==> config.mk <==
export PLATFORM = sky130hd
export DESIGN_NAME = bpl_line_conv
export DESIGN_NICKNAME = d
export VERILOG_FILES = /design/src/rtl/bpl_pkg.sv /design/src/rtl/bpl_geom.sv /design/src/rtl/bpl_seq.sv /design/src/rtl/bpl_map.sv /design/src/rtl/bpl_line_conv.sv
export SDC_FILE = /design/constraint.sdc
export NUM_CORES = 1
export LEC_CHECK = 0
export BUFFER_PORTS_ARGS = -buffer_cell sky130_fd_sc_hd__clkbuf_2
export CAP_MARGIN = 20
export CORE_MARGIN = 2
export CORE_UTILIZATION = 45
export DETAILED_ROUTE_END_ITERATION = 8
export GPL_ROUTABILITY_DRIVEN = 0
export PLACE_DENSITY = 0.64
export SETUP_SLACK_MARGIN = 0.15
export SLEW_MARGIN = 20
export SYNTH_ARGS = -nofsm -noshare
export SYNTH_HDL_FRONTEND = slang
export SYNTH_SLANG_ARGS = --single-unit
==> constraint.sdc <==
create_clock -name clk -period 9.8 [get_ports clk]
set_clock_uncertainty 0.15 [all_clocks]
set_input_delay 2.94 -clock clk [delete_from_list [all_inputs] [get_ports clk]]
set_output_delay 2.94 -clock clk [all_outputs]
set_load 0.03 [all_outputs]
==> src/rtl/bpl_pkg.sv <==
package bpl_pkg;

    localparam int PLANE_W    = 3;
    localparam int MAX_PLANES = 6;

    typedef enum logic [1:0] {
        S_IDLE,
        S_RUN,
        S_DRAIN
    } seq_state_t;

    typedef struct packed {
        logic b;
        logic g;
        logic r;
    } rgb_bit_t;

    // Select the colour bits tested for plane pl of an nplanes-deep image.
    function automatic rgb_bit_t pick_bits(input logic [15:0] px,
                                           input logic [PLANE_W-1:0] pl,
                                           input logic [PLANE_W-1:0] nplanes);
        int rb;
        int gb;
        int bb;
        int lift;
        rgb_bit_t res;
        if (int'(nplanes) == MAX_PLANES) begin
            gb = 5 + int'(pl);
            if (pl == '0) begin
                rb = 15;
                bb = 4;
            end else begin
                rb = 10 + int'(pl);
                bb = int'(pl) - 1;
            end
        end else begin
            lift = 5 - int'(nplanes);
            rb   = 11 + lift + int'(pl);
            gb   = 6 + lift + int'(pl);
            bb   = lift + int'(pl);
        end
        res.r = px[rb[3:0]];
        res.g = px[gb[3:0]];
        res.b = px[bb[3:0]];
        return res;
    endfunction

endpackage

==> src/rtl/bpl_geom.sv <==
module bpl_geom #(
    parameter int COL_W     = 6,
    parameter int TILE_W    = 3,
    parameter int RP_W      = 4,
    parameter int CHUNK_LG2 = 3,
    parameter int LEN_W     = COL_W + TILE_W + 1,
    parameter int BUF_W     = LEN_W + 3 + RP_W
) (
    input  logic [COL_W-1:0]  width,
    input  logic [TILE_W-1:0] tiles,
    input  logic [2:0]        planes,
    input  logic [RP_W-1:0]   rowpairs,
    output logic [LEN_W-1:0]  line_len,
    output logic [LEN_W-1:0]  pad_len,
    output logic [BUF_W-1:0]  buf_size
);
    localparam int CHAIN_W = COL_W + TILE_W;
    localparam logic [LEN_W-1:0] CHUNK_MASK = LEN_W'((1 << CHUNK_LG2) - 1);

    logic [CHAIN_W-1:0] chain;
    logic [LEN_W-1:0]   rounded;

    assign chain    = CHAIN_W'(width) * CHAIN_W'(tiles);
    assign rounded  = LEN_W'(chain) + CHUNK_MASK;
    assign line_len = rounded & ~CHUNK_MASK;
    assign pad_len  = line_len - LEN_W'(chain);
    assign buf_size = BUF_W'(line_len) * BUF_W'(planes) * BUF_W'(rowpairs);
endmodule

==> src/rtl/bpl_seq.sv <==
module bpl_seq
    import bpl_pkg::*;
#(
    parameter int COL_W  = 6,
    parameter int TILE_W = 3,
    parameter int RP_W   = 4,
    parameter int LEN_W  = COL_W + TILE_W + 1
) (
    input  logic                clk,
    input  logic                rst,
    input  logic                start,
    input  logic [COL_W-1:0]    width,
    input  logic [PLANE_W-1:0]  planes,
    input  logic [RP_W-1:0]     rowpairs,
    input  logic [LEN_W-1:0]    line_len,
    input  logic [LEN_W-1:0]    pad_len,
    output logic                accept,
    output logic                run,
    output logic                busy,
    output logic                done,
    output logic                in_pad,
    output logic [RP_W-1:0]     row,
    output logic [PLANE_W-1:0]  plane,
    output logic [LEN_W-1:0]    elem,
    output logic [COL_W-1:0]    col,
    output logic [TILE_W-1:0]   slot
);
    seq_state_t st;
    logic line_end, plane_end, row_end, col_end, last;

    assign accept    = (st == S_IDLE) && start;
    assign run       = (st == S_RUN);
    assign busy      = (st != S_IDLE);
    assign in_pad    = elem < pad_len;
    assign line_end  = elem == (line_len - LEN_W'(1));
    assign plane_end = plane == (planes - PLANE_W'(1));
    assign row_end   = row == (rowpairs - RP_W'(1));
    assign col_end   = col == (width - COL_W'(1));
    assign last      = run && line_end && plane_end && row_end;

    always_ff @(posedge clk) begin
        if (rst) begin
            st    <= S_IDLE;
            row   <= '0;
            plane <= '0;
            elem  <= '0;
            col   <= '0;
            slot  <= '0;
            done  <= 1'b0;
        end else begin
            done <= 1'b0;
            case (st)
                S_IDLE: if (start) begin
                    st    <= S_RUN;
                    row   <= '0;
                    plane <= '0;
                    elem  <= '0;
                    col   <= '0;
                    slot  <= '0;
                end
                S_RUN: begin
                    if (line_end) begin
                        elem <= '0;
                        col  <= '0;
                        slot <= '0;
                        if (plane_end) begin
                            plane <= '0;
                            row   <= row_end ? '0 : row + RP_W'(1);
                        end else begin
                            plane <= plane + PLANE_W'(1);
                        end
                        if (last) st <= S_DRAIN;
                    end else begin
                        elem <= elem + LEN_W'(1);
                        if (!in_pad) begin
                            if (col_end) begin
                                col  <= '0;
                                slot <= slot + TILE_W'(1);
                            end else begin
                                col <= col + COL_W'(1);
                            end
                        end
                    end
                end
                S_DRAIN: begin
                    st   <= S_IDLE;
                    done <= 1'b1;
                end
                default: st <= S_IDLE;
            endcase
        end
    end

    // completion is a single-cycle pulse
    p_done_single_r10: assert property (@(posedge clk) disable iff (rst)
        done |=> !done);
    // element index never leaves the line
    p_elem_bound_r6: assert property (@(posedge clk) disable iff (rst)
        run |-> (elem < line_len));
    // data columns only advance past the pad region
    p_col_hold_pad_r6: assert property (@(posedge clk) disable iff (rst)
        (run && in_pad) |-> (col == '0 && slot == '0));
endmodule

==> src/rtl/bpl_map.sv <==
module bpl_map
    import bpl_pkg::*;
#(
    parameter int COL_W  = 6,
    parameter int TILE_W = 3,
    parameter int RP_W   = 4,
    parameter int PIX_AW = COL_W + TILE_W + RP_W + 1
) (
    input  logic                clk,
    input  logic                rst,
    input  logic                run,
    input  logic [COL_W-1:0]    width,
    input  logic [TILE_W-1:0]   tiles,
    input  logic                serp,
    input  logic [RP_W-1:0]     rowpairs,
    input  logic [PLANE_W-1:0]  planes,
    input  logic [RP_W-1:0]     row,
    input  logic [PLANE_W-1:0]  plane,
    input  logic [COL_W-1:0]    col,
    input  logic [TILE_W-1:0]   slot,
    output logic [PIX_AW-1:0]   pix1_addr,
    input  logic [15:0]         pix1_data,
    output logic [PIX_AW-1:0]   pix2_addr,
    input  logic [15:0]         pix2_data,
    output logic [5:0]          bits
);
    logic [TILE_W-1:0] tile_idx;
    logic              mirror;
    logic [COL_W-1:0]  xs;
    logic [RP_W-1:0]   rs;
    logic [PIX_AW-1:0] y_top, y_bot, y1, y2, canvas;
    rgb_bit_t          c1, c2;

    // bottom tile is shifted first
    assign tile_idx = tiles - TILE_W'(1) - slot;
    assign mirror   = serp & tile_idx[0];
    assign xs       = mirror ? (width - COL_W'(1) - col) : col;
    assign rs       = mirror ? (rowpairs - RP_W'(1) - row) : row;
    assign y_top    = PIX_AW'(tile_idx) * PIX_AW'({rowpairs, 1'b0}) + PIX_AW'(rs);
    assign y_bot    = y_top + PIX_AW'(rowpairs);
    assign y1       = mirror ? y_bot : y_top;
    assign y2       = mirror ? y_top : y_bot;
    assign pix1_addr = y1 * PIX_AW'(width) + PIX_AW'(xs);
    assign pix2_addr = y2 * PIX_AW'(width) + PIX_AW'(xs);

    assign c1   = pick_bits(pix1_data, plane, planes);
    assign c2   = pick_bits(pix2_data, plane, planes);
    assign bits = {c2, c1};

    assign canvas = PIX_AW'(width) * PIX_AW'(tiles) * PIX_AW'({rowpairs, 1'b0});

    // both read lanes stay inside the stacked canvas
    p_lane_in_canvas_r4: assert property (@(posedge clk) disable iff (rst)
        run |-> (pix1_addr < canvas && pix2_addr < canvas));
    // the two lanes always read rows one half-tile apart
    p_lane_gap_r3: assert property (@(posedge clk) disable iff (rst)
        run |-> ((pix1_addr > pix2_addr ? pix1_addr - pix2_addr : pix2_addr - pix1_addr)
                 == PIX_AW'(rowpairs) * PIX_AW'(width)));
endmodule

==> src/rtl/bpl_line_conv.sv <==
module bpl_line_conv
    import bpl_pkg::*;
#(
    parameter int COL_W     = 6,
    parameter int TILE_W    = 3,
    parameter int RP_W      = 4,
    parameter int CHUNK_LG2 = 3,
    localparam int LEN_W    = COL_W + TILE_W + 1,
    localparam int BUF_W    = LEN_W + PLANE_W + RP_W,
    localparam int PIX_AW   = COL_W + TILE_W + RP_W + 1,
    localparam int MEM_AW   = BUF_W + 1
) (
    input  logic              clk,
    input  logic              rst,
    input  logic              start,
    input  logic [COL_W-1:0]  cfg_width,
    input  logic [2:0]        cfg_planes,
    input  logic [RP_W-1:0]   cfg_rowpairs,
    input  logic [TILE_W-1:0] cfg_tile,
    input  logic              shown_buf,
    output logic [PIX_AW-1:0] pix1_addr,
    input  logic [15:0]       pix1_data,
    output logic [PIX_AW-1:0] pix2_addr,
    input  logic [15:0]       pix2_data,
    output logic              wr_en,
    output logic [MEM_AW-1:0] wr_addr,
    output logic [5:0]        wr_data,
    output logic              busy,
    output logic              done
);
    logic [COL_W-1:0]   w_q;
    logic [PLANE_W-1:0] pl_q;
    logic [RP_W-1:0]    rp_q;
    logic [TILE_W-1:0]  tiles_q;
    logic               serp_q;
    logic               disp_q;

    logic [LEN_W-1:0]   line_len, pad_len, elem;
    logic [BUF_W-1:0]   buf_size;
    logic               accept, run, in_pad;
    logic [RP_W-1:0]    row;
    logic [PLANE_W-1:0] plane;
    logic [COL_W-1:0]   col;
    logic [TILE_W-1:0]  slot;
    logic [5:0]         bits;
    logic [MEM_AW-1:0]  base, offset;
    logic [TILE_W-1:0]  tile_mag;

    assign tile_mag = (cfg_tile == '0) ? TILE_W'(1)
                    : (cfg_tile[TILE_W-1] ? (~cfg_tile + TILE_W'(1)) : cfg_tile);

    always_ff @(posedge clk) begin
        if (rst) begin
            w_q     <= '0;
            pl_q    <= '0;
            rp_q    <= '0;
            tiles_q <= '0;
            serp_q  <= 1'b0;
            disp_q  <= 1'b0;
        end else if (accept) begin
            w_q     <= cfg_width;
            pl_q    <= cfg_planes;
            rp_q    <= cfg_rowpairs;
            tiles_q <= tile_mag;
            serp_q  <= cfg_tile[TILE_W-1];
            disp_q  <= shown_buf;
        end
    end

    bpl_geom #(.COL_W(COL_W), .TILE_W(TILE_W), .RP_W(RP_W), .CHUNK_LG2(CHUNK_LG2),
               .LEN_W(LEN_W), .BUF_W(BUF_W)) u_geom (
        .width(w_q), .tiles(tiles_q), .planes(pl_q), .rowpairs(rp_q),
        .line_len(line_len), .pad_len(pad_len), .buf_size(buf_size)
    );

    bpl_seq #(.COL_W(COL_W), .TILE_W(TILE_W), .RP_W(RP_W), .LEN_W(LEN_W)) u_seq (
        .clk(clk), .rst(rst), .start(start),
        .width(w_q), .planes(pl_q), .rowpairs(rp_q),
        .line_len(line_len), .pad_len(pad_len),
        .accept(accept), .run(run), .busy(busy), .done(done), .in_pad(in_pad),
        .row(row), .plane(plane), .elem(elem), .col(col), .slot(slot)
    );

    bpl_map #(.COL_W(COL_W), .TILE_W(TILE_W), .RP_W(RP_W), .PIX_AW(PIX_AW)) u_map (
        .clk(clk), .rst(rst), .run(run),
        .width(w_q), .tiles(tiles_q), .serp(serp_q), .rowpairs(rp_q), .planes(pl_q),
        .row(row), .plane(plane), .col(col), .slot(slot),
        .pix1_addr(pix1_addr), .pix1_data(pix1_data),
        .pix2_addr(pix2_addr), .pix2_data(pix2_data),
        .bits(bits)
    );

    assign base   = disp_q ? '0 : MEM_AW'(buf_size);
    assign offset = (MEM_AW'(row) * MEM_AW'(pl_q) + MEM_AW'(plane)) * MEM_AW'(line_len)
                  + MEM_AW'(elem);

    always_ff @(posedge clk) begin
        if (rst) begin
            wr_en   <= 1'b0;
            wr_addr <= '0;
            wr_data <= '0;
        end else begin
            wr_en <= run;
            if (run) begin
                wr_addr <= base + offset;
                wr_data <= in_pad ? 6'd0 : bits;
            end
        end
    end

    // the displayed buffer is never written
    p_shown_untouched_r7: assert property (@(posedge clk) disable iff (rst)
        wr_en |-> (disp_q ? (wr_addr < MEM_AW'(buf_size)) : (wr_addr >= MEM_AW'(buf_size))));
    // settings hold while a conversion runs
    p_cfg_hold_r9: assert property (@(posedge clk) disable iff (rst)
        (busy && start) |=> ($stable(w_q) && $stable(pl_q) && $stable(rp_q)
                             && $stable(tiles_q) && $stable(serp_q) && $stable(disp_q)));
    // done comes right after a write
    p_done_after_write_r10: assert property (@(posedge clk) disable iff (rst)
        done |-> $past(wr_en));
    // writes only while the conversion is marked busy
    p_write_in_busy_r8: assert property (@(posedge clk) disable iff (rst)
        wr_en |-> busy);
endmodule

==> results.tsv, run 1 <==
metric	value	unit
clk buf depth	2	
1st-iter DRT viols	882	
final hold vios	0	
FMAX	92.5	MHz
worst setup path class	reg -> out	
number of nets in the layout	2570	
number of remaining DRC errors	0	
Final Setup Violations	18	
violated checks	negative setup slack	
static leakage	9.45	nW
total power	1.35	mW
GRT Util Overall	0.239	
CTS tree	done	
clock sinks	72	
number of port buffers	106	
status	finished, violations left	
prevailing post-synth register cell	dfxtp_1	
initial antenna violation count	1	
top post-synthesis cells by area	fa_1 (20%), ha_1 (18%), dfxtp_1 (9.3%)	
DIE WIDTH	189	um
crit path max-delay cell type	fa_1	
asr flop ratio synth	0	
Mapped Cells	1934	
area fraction of the dominant cell type after synthesis	0.195	
Max Slew Vio Count	0	
H-tree levels	3	
Cell Count, Final, Fillers Out	2599	
total grt overflow	0	
peak fanout along the critical path	3	
final worst slack	-1.01	ns
Buf/Inv on CP	8	
EDFF count, synth	0	
Pwr per Cell Area	71.7	mW/mm^2
CP startpoint kind	register	
Post-DP HPWL	33.3	mm
via count	13845	
Seq cells post-synth	72	
Initial Utilization	0.459	
Layout area overhead	21.3	%
top cell type by total area after synthesis	fa_1	
Worst VDD drop	82.1	uV
Worst EP arrival	7.72	ns
die height	189	um
post-synthesis sequential area ratio	0.0931	
fin crit share	1.10	
Rows	67	
synthesis warning total	0	
crit path time final	10.81	ns
die area	0.0359	sq mm
I/O pin cnt	107	
first-pass GRT wire length	70.1	mm
vias per inst	5.33	
syn_area_per_cell	8.01	sq um
clk slew on worst S/H paths	0.07	ns
Setup crit start	u_seq.slot[0]	
synthesized cell area	0.0155	sq mm
hold crit path type	reg -> reg	
hold_sp	wr_addr[11]	
largest net degree at the start of global routing	54	
R2R Path Start	tiles_q[1]	
clk_lat worst skew	0.36	ns
DP Cell Count	2557	
CP Capture Type	primary output	
Worst EP required	6.71	ns
CP peak stage delay	0.54	ns
slew at the pin with the worst max-slew slack	1.10	ns
final WL	41.7	mm
RSZ-0062 raised after global routing	true	
Yosys cell types	69	
DR pass1 iterations	5	
Routed WL per cell	16.0	um
share of cells above drive strength 1	0.199	
CTS Buf Count	9	
CTS root buffer	clkbuf_16	
normalized max-slew margin	0.265	
cell family with most CP delay	adder cells	
vias in the first global route	14129	
maxcap violations	0	
DRT antenna net count	0	
Core Area	0.0337	sq mm
-- layout by cell type (no fill, tap or decap), types with 14 or more instances in the layout --
cell	instances
a211oi_1	35
a21o_1	31
a21oi_1	102
and2_1	66
buf_4	156
clkbuf_2	85
dfxtp_1	70
fa_1	147
ha_1	212
inv_1	255
mux2i_1	32
nand2_1	221
nand2b_1	52
nand3_1	27
nor2_1	98
nor2b_1	50
nor3_1	18
o21ai_0	45
or2_2	14
xnor2_1	63
xnor2_2	24
xor2_1	39
-- layout make-up --
type | instances | area [sq um]
antenna | 1 | 2.50
clock buffer | 10 | 229
clock inverter | 6 | 43.8
fill | 3101 | 14900
inverter | 267 | 1000
multi-input combinational | 1532 | 13600
sequential | 72 | 1450
tap | 448 | 561
timing repair buffer | 263 | 1880
-- cells by family (layout without fill, tap and decap cells) --
kind of cell / after synthesis / count (layout) / synth area share
AND/OR/NAND/NOR: 632 / 632 / 0.200
multiplexers: 40 / 40 / 0.0265
buffers and inverters: 336 / 546 / 0.0822
other: 2 / 9 / 0.000485
XOR/XNOR: 139 / 139 / 0.0795
AO/OA/AOI/OAI: 340 / 340 / 0.143
adder cells (fa/ha/maj): 373 / 373 / 0.375
flip-flops: 72 / 72 / 0.0931
-- power by group --
part	internal [mW]	leakage, nW	switching [mW]
Combinational	0.316	8.74	0.397
Sequential	0.302	0.586	0.0117
Clock	0.173	0.129	0.147
Total	0.791	9.45	0.556
-- metrics by stage --
step | util | hold WS, ns | setup slack [ns] | instance area, sq um | setup TNS [ns]
6_report | 0.557 | 0.304 | -1.01 | 18800 | -12.48
5_1_grt | 0.557 | 0.316 | -1.33 | 18800 | -18.23
4_1_cts | 0.546 | 0.306 | -0.974 | 18400 | -10.34
3_5_place_dp | 0.522 | 0.297 | -0.871 | 17600 | -8.10
3_3_place_gp | 0.522 | 0.289 | -0.852 | 17600 | -7.41
2_1_floorplan | - | 0.295 | -0.438 | 15800 | -2.71
-- worst register-to-register path, delay by kind of cell, from the launching register on --
kind                       cells  cell delay (ns)
and+or+nand+nor                9             1.47
DFF                            1             0.36
AOI/OAI and AO/OA             10             1.86
buffers and inverters          6             0.49
xor gates and xnor gates       4             0.67
adders and majority gates     11             4.11
-- registers in the layout, summed over array words and instances, names as in the netlist --
name,cells
u_seq.col,6
u_seq.row,4
u_seq.plane,3
serp_q,1
u_seq.st,2
w_q,6
rp_q,4
wr_en,1
pl_q,3
wr_data,6
wr_addr,18
disp_q,1
tiles_q,3
u_seq.elem,10
u_seq.done,1
u_seq.slot,3
-- what timing repair did --
item	4_1_cts	5_1_grt
hold buffers	0	0
gates resized for setup	91	68
endpoints found under the setup margin	20	27
buffers inserted	12	13
pin swaps	43	42
-- cells in the mapped netlist (all sizes together), types with 8 or more instances --
cell,n
nor3,20
o21bai,15
a21o,31
mux2,8
mux2i,32
xor2,48
nand2,224
or3,14
nor2b,54
fa,151
a21oi,115
dfxtp,72
or2,16
clkbuf,59
nor2,108
and2,70
nand2b,52
xnor2,90
nand3,29
inv,266
nand4,8
o21ai,54
o41ai,10
ha,222
and3,10
buf,10
a211oi,36
a31oi,11
-- final timing paths --
| kind | end | slack, ns | cells after the start |
|---|---|---|---|
| worst max-delay path | pix1_addr[12] | -1.01 | 34 |
| worst min-delay path | wr_addr[11] | 0.30 | 2 |
| worst max register to register | wr_addr[17] | 0.55 | 40 |
| worst min register to register | wr_addr[11] | 0.30 | 2 |
-- routing by layer --
metal,GRT usage,share of wire,vias to the layer above
met5,0,0,-
met4,0.0653,0.025,0
met3,0.0347,0.049,70
met1,0.325,0.46,6659
met2,0.398,0.47,308
li1,-,-,6808
(Power assumes the default switching activity.)
==> run 2: changes to the inputs <==
--- a/config.mk
+++ b/config.mk
@@ -7,6 +7,7 @@
 export LEC_CHECK = 0
 export BUFFER_PORTS_ARGS = -buffer_cell sky130_fd_sc_hd__clkbuf_2
 export CAP_MARGIN = 20
+export CORE_ASPECT_RATIO = 1.1
 export CORE_MARGIN = 2
 export CORE_UTILIZATION = 45
 export DETAILED_ROUTE_END_ITERATION = 8
==> run 2 against run 1 <==
  * The run still ends with negative setup slack left
  * Count of clock-buffer cells in the layout fell by 1
  * Die area barely moved
  * Utilization rose by 0.34 points
  * First-iteration DRC count fell by 15%
  * Sequential share of layout area fell by 0.12 points
  * Register-to-register slack got worse by 0.02 ns
  * Worst hold slack barely moved
  * Maximum frequency rose by 1.6%
  * Critical endpoint is now pix2_addr[12]
  * Highest routed layer unchanged
==> results.tsv, run 2 (synthesis gave the netlist of run 1 again) <==
metric	value	unit	change
violated checks	negative setup slack		
slew at the pin with the worst max-slew slack	1.10	ns	+0.00188 ns
DP Area	0.0175	sq mm	-0.41%
final hold vios	0		unchanged
register area	0.00145	sq mm	unchanged
Flop pwr share	0.221		-0.012
P_sw	0.564	mW	+1.5%
Post-DP HPWL	33.5	mm	+0.58%
final WL	41.5	mm	-0.38%
DR pass1 iterations	5		unchanged
RSZ-0062 raised after global routing	true		
normalized max-slew margin	0.264		-0.00125
I/O pin cnt	107		unchanged
logic gate share of total power	0.521		-0.009
Pwr per Cell Area	74.6	mW/mm^2	+4.0%
crit path max-delay cell type	fa_1		
Core Area	0.0340	sq mm	+0.96%
Worst EP required	6.71	ns	about the same
clock sinks	72		unchanged
GRT Util Overall	0.233		-0.00664
share of cells above drive strength 1	0.212		+0.0125
Multi-input gate area	0.0139	sq mm	+1.9%
most frequent cells in the layout	inv_1 (255), nand2_1 (223), ha_1 (199)		
final std cell area, no fill	0.0191	sq mm	+1.6%
clk slew on worst S/H paths	0.06	ns	about the same
leading cell type in the layout, fill and taps excluded	inv_1		
static leakage	9.46	nW	about the same
biggest regs	wr_addr x18, u_seq.elem x10		
hold crit path type	reg -> reg		
peak fanout along the critical path	3		unchanged
Setup crit start	u_seq.slot[0]		
Final TNS setup	-9.04	ns	+3.43 ns
fillcell total	3108		+0.23%
worst reg2reg path depth	39		-2.5%
CP startpoint kind	register		
DRT antenna net count	0		unchanged
crit path time final	10.64	ns	-0.171 ns
Setup crit end	pix2_addr[12]		
number of remaining DRC errors	0		unchanged
number of flip-flops in the largest register	18		unchanged
CTS Buf Count	9		unchanged
CTS root buffer	clkbuf_16		
Rows	71		+6.0%
largest reg by FF count	wr_addr		
status	finished, violations left		
reg-to-reg slack, setup	0.53	ns	-0.02 ns
total grt overflow	0		unchanged
Final Setup Violations	18		unchanged
Sw Ratio	0.396		-0.0164
via count	13927		+0.59%
vias in the first global route	13931		-1.4%
hold-critical path depth	2		unchanged
clock share of power	0.258		+0.021
Worst EP arrival	7.55	ns	-0.17 ns
Layout area overhead	23.2	%	
number of diodes	0		-1
maxcap violations	0		unchanged
final worst slack	-0.843	ns	+0.171 ns
die area	0.0359	sq mm	about the same
number of port buffers	106		unchanged
CTS tree	done		
H-tree levels	3		unchanged
die height	199	um	+4.8%
clk_lat worst skew	0.36	ns	about the same
DIE WIDTH	181	um	-4.6%
Max Slew Vio Count	0		unchanged
worst setup path class	reg -> out		
fin crit share	1.09		-0.0174
R2R Path Start	tiles_q[2]		
FMAX	94.0	MHz	+1.6%
largest net degree at the start of global routing	54		unchanged
vias per inst	5.39		+1.2%
first-pass GRT wire length	68.2	mm	-2.7%
Routed WL per cell	16.1	um	+0.20%
CP Capture Type	primary output		
1st-iter DRT viols	747		-15%
initial antenna violation count	0		-1
Worst VDD drop	65.2	uV	-21%
Initial Utilization	0.455		-0.00438
number of nets in the layout	2567		-0.12%
Int Power	0.859	mW	+8.6%
clk buf depth	2		unchanged
CP peak stage delay	0.54	ns	about the same
reg-to-reg endpoint	wr_addr[17]		
[run 2: cell types whose count changed in the layout (fill, tap and decap cells not counted), sizes merged]
cell | previous run | this run
buf | 165 | 160
bufinv | 0 | 2
clkbuf | 108 | 109
clkinvlp | 2 | 1
diode | 1 | 0
inv | 268 | 267
[run 2: what timing repair did]
| item | 4_1_cts | 5_1_grt |
|---|---|---|
| gates resized for setup | 107 | 93 |
| endpoints found under the setup margin | 20 | 26 |
| buffers inserted | 12 | 18 |
| pin swaps | 32 | 45 |
| cloned | 0 | 0 |
| hold buffers | 0 | 0 |
[run 2: how the worst min path moves through the flow]
stage                            from           to
after floorplan                serp_q       serp_q
after global placement    wr_addr[14]  wr_addr[14]
after detailed placement  wr_addr[12]  wr_addr[12]
after CTS                 wr_addr[12]  wr_addr[12]
after global routing       wr_addr[1]   wr_addr[1]
final                     wr_addr[12]  wr_addr[12]
[run 2: metal layers]
metal,up-vias,track usage,share of wire
met5,-,0,0
met4,0,0.0818,0.035
met3,78,0.0278,0.042
met2,312,0.414,0.49
met1,6755,0.291,0.44
li1,6782,-,-
[run 2: final cells by class]
class                   count  area share
inverters                 267      0.0526
repair buffers            260      0.0990
clock buffers               9      0.0118
well taps                 438      0.0287
clock inverters             6     0.00492
multi-input cells        1532       0.727
flip-flops and latches     72      0.0758
[run 2: critical path, delay by kind of cell (launching register included)]
| family | cells | cell delay, ns |
|---|---|---|
| AOI/OAI and AO/OA | 4 | 0.79 |
| xor gates and xnor gates | 5 | 0.81 |
| adders and majority gates | 11 | 3.96 |
| buffers and inverters | 9 | 0.68 |
| DFF | 1 | 0.32 |
| and+or+nand+nor | 6 | 0.63 |
[run 2: per-stage QoR]
step / power (mW) / setup WS (ns) / util / hold WS [ns] / instances
2_1_floorplan: 0.749 / -0.438 / - / 0.295 / 1940
3_3_place_gp: 0.936 / -0.648 / 0.515 / 0.289 / 2539
3_5_place_dp: 0.951 / -0.740 / 0.515 / 0.297 / 2539
4_1_cts: 1.39 / -0.871 / 0.543 / 0.306 / 2566
5_1_grt: 1.51 / -1.20 / 0.561 / 0.341 / 2584
6_report: 1.42 / -0.843 / 0.561 / 0.304 / 2584
[run 2: power groups by stage]
stage	Combinational, mW	Sequential, mW	Clock, mW
2_1_floorplan	0.426	0.322	0
3_3_place_gp	0.616	0.321	0
3_5_place_dp	0.630	0.321	0
4_1_cts	0.697	0.314	0.375
5_1_grt	0.813	0.316	0.386
6_report	0.741	0.314	0.367
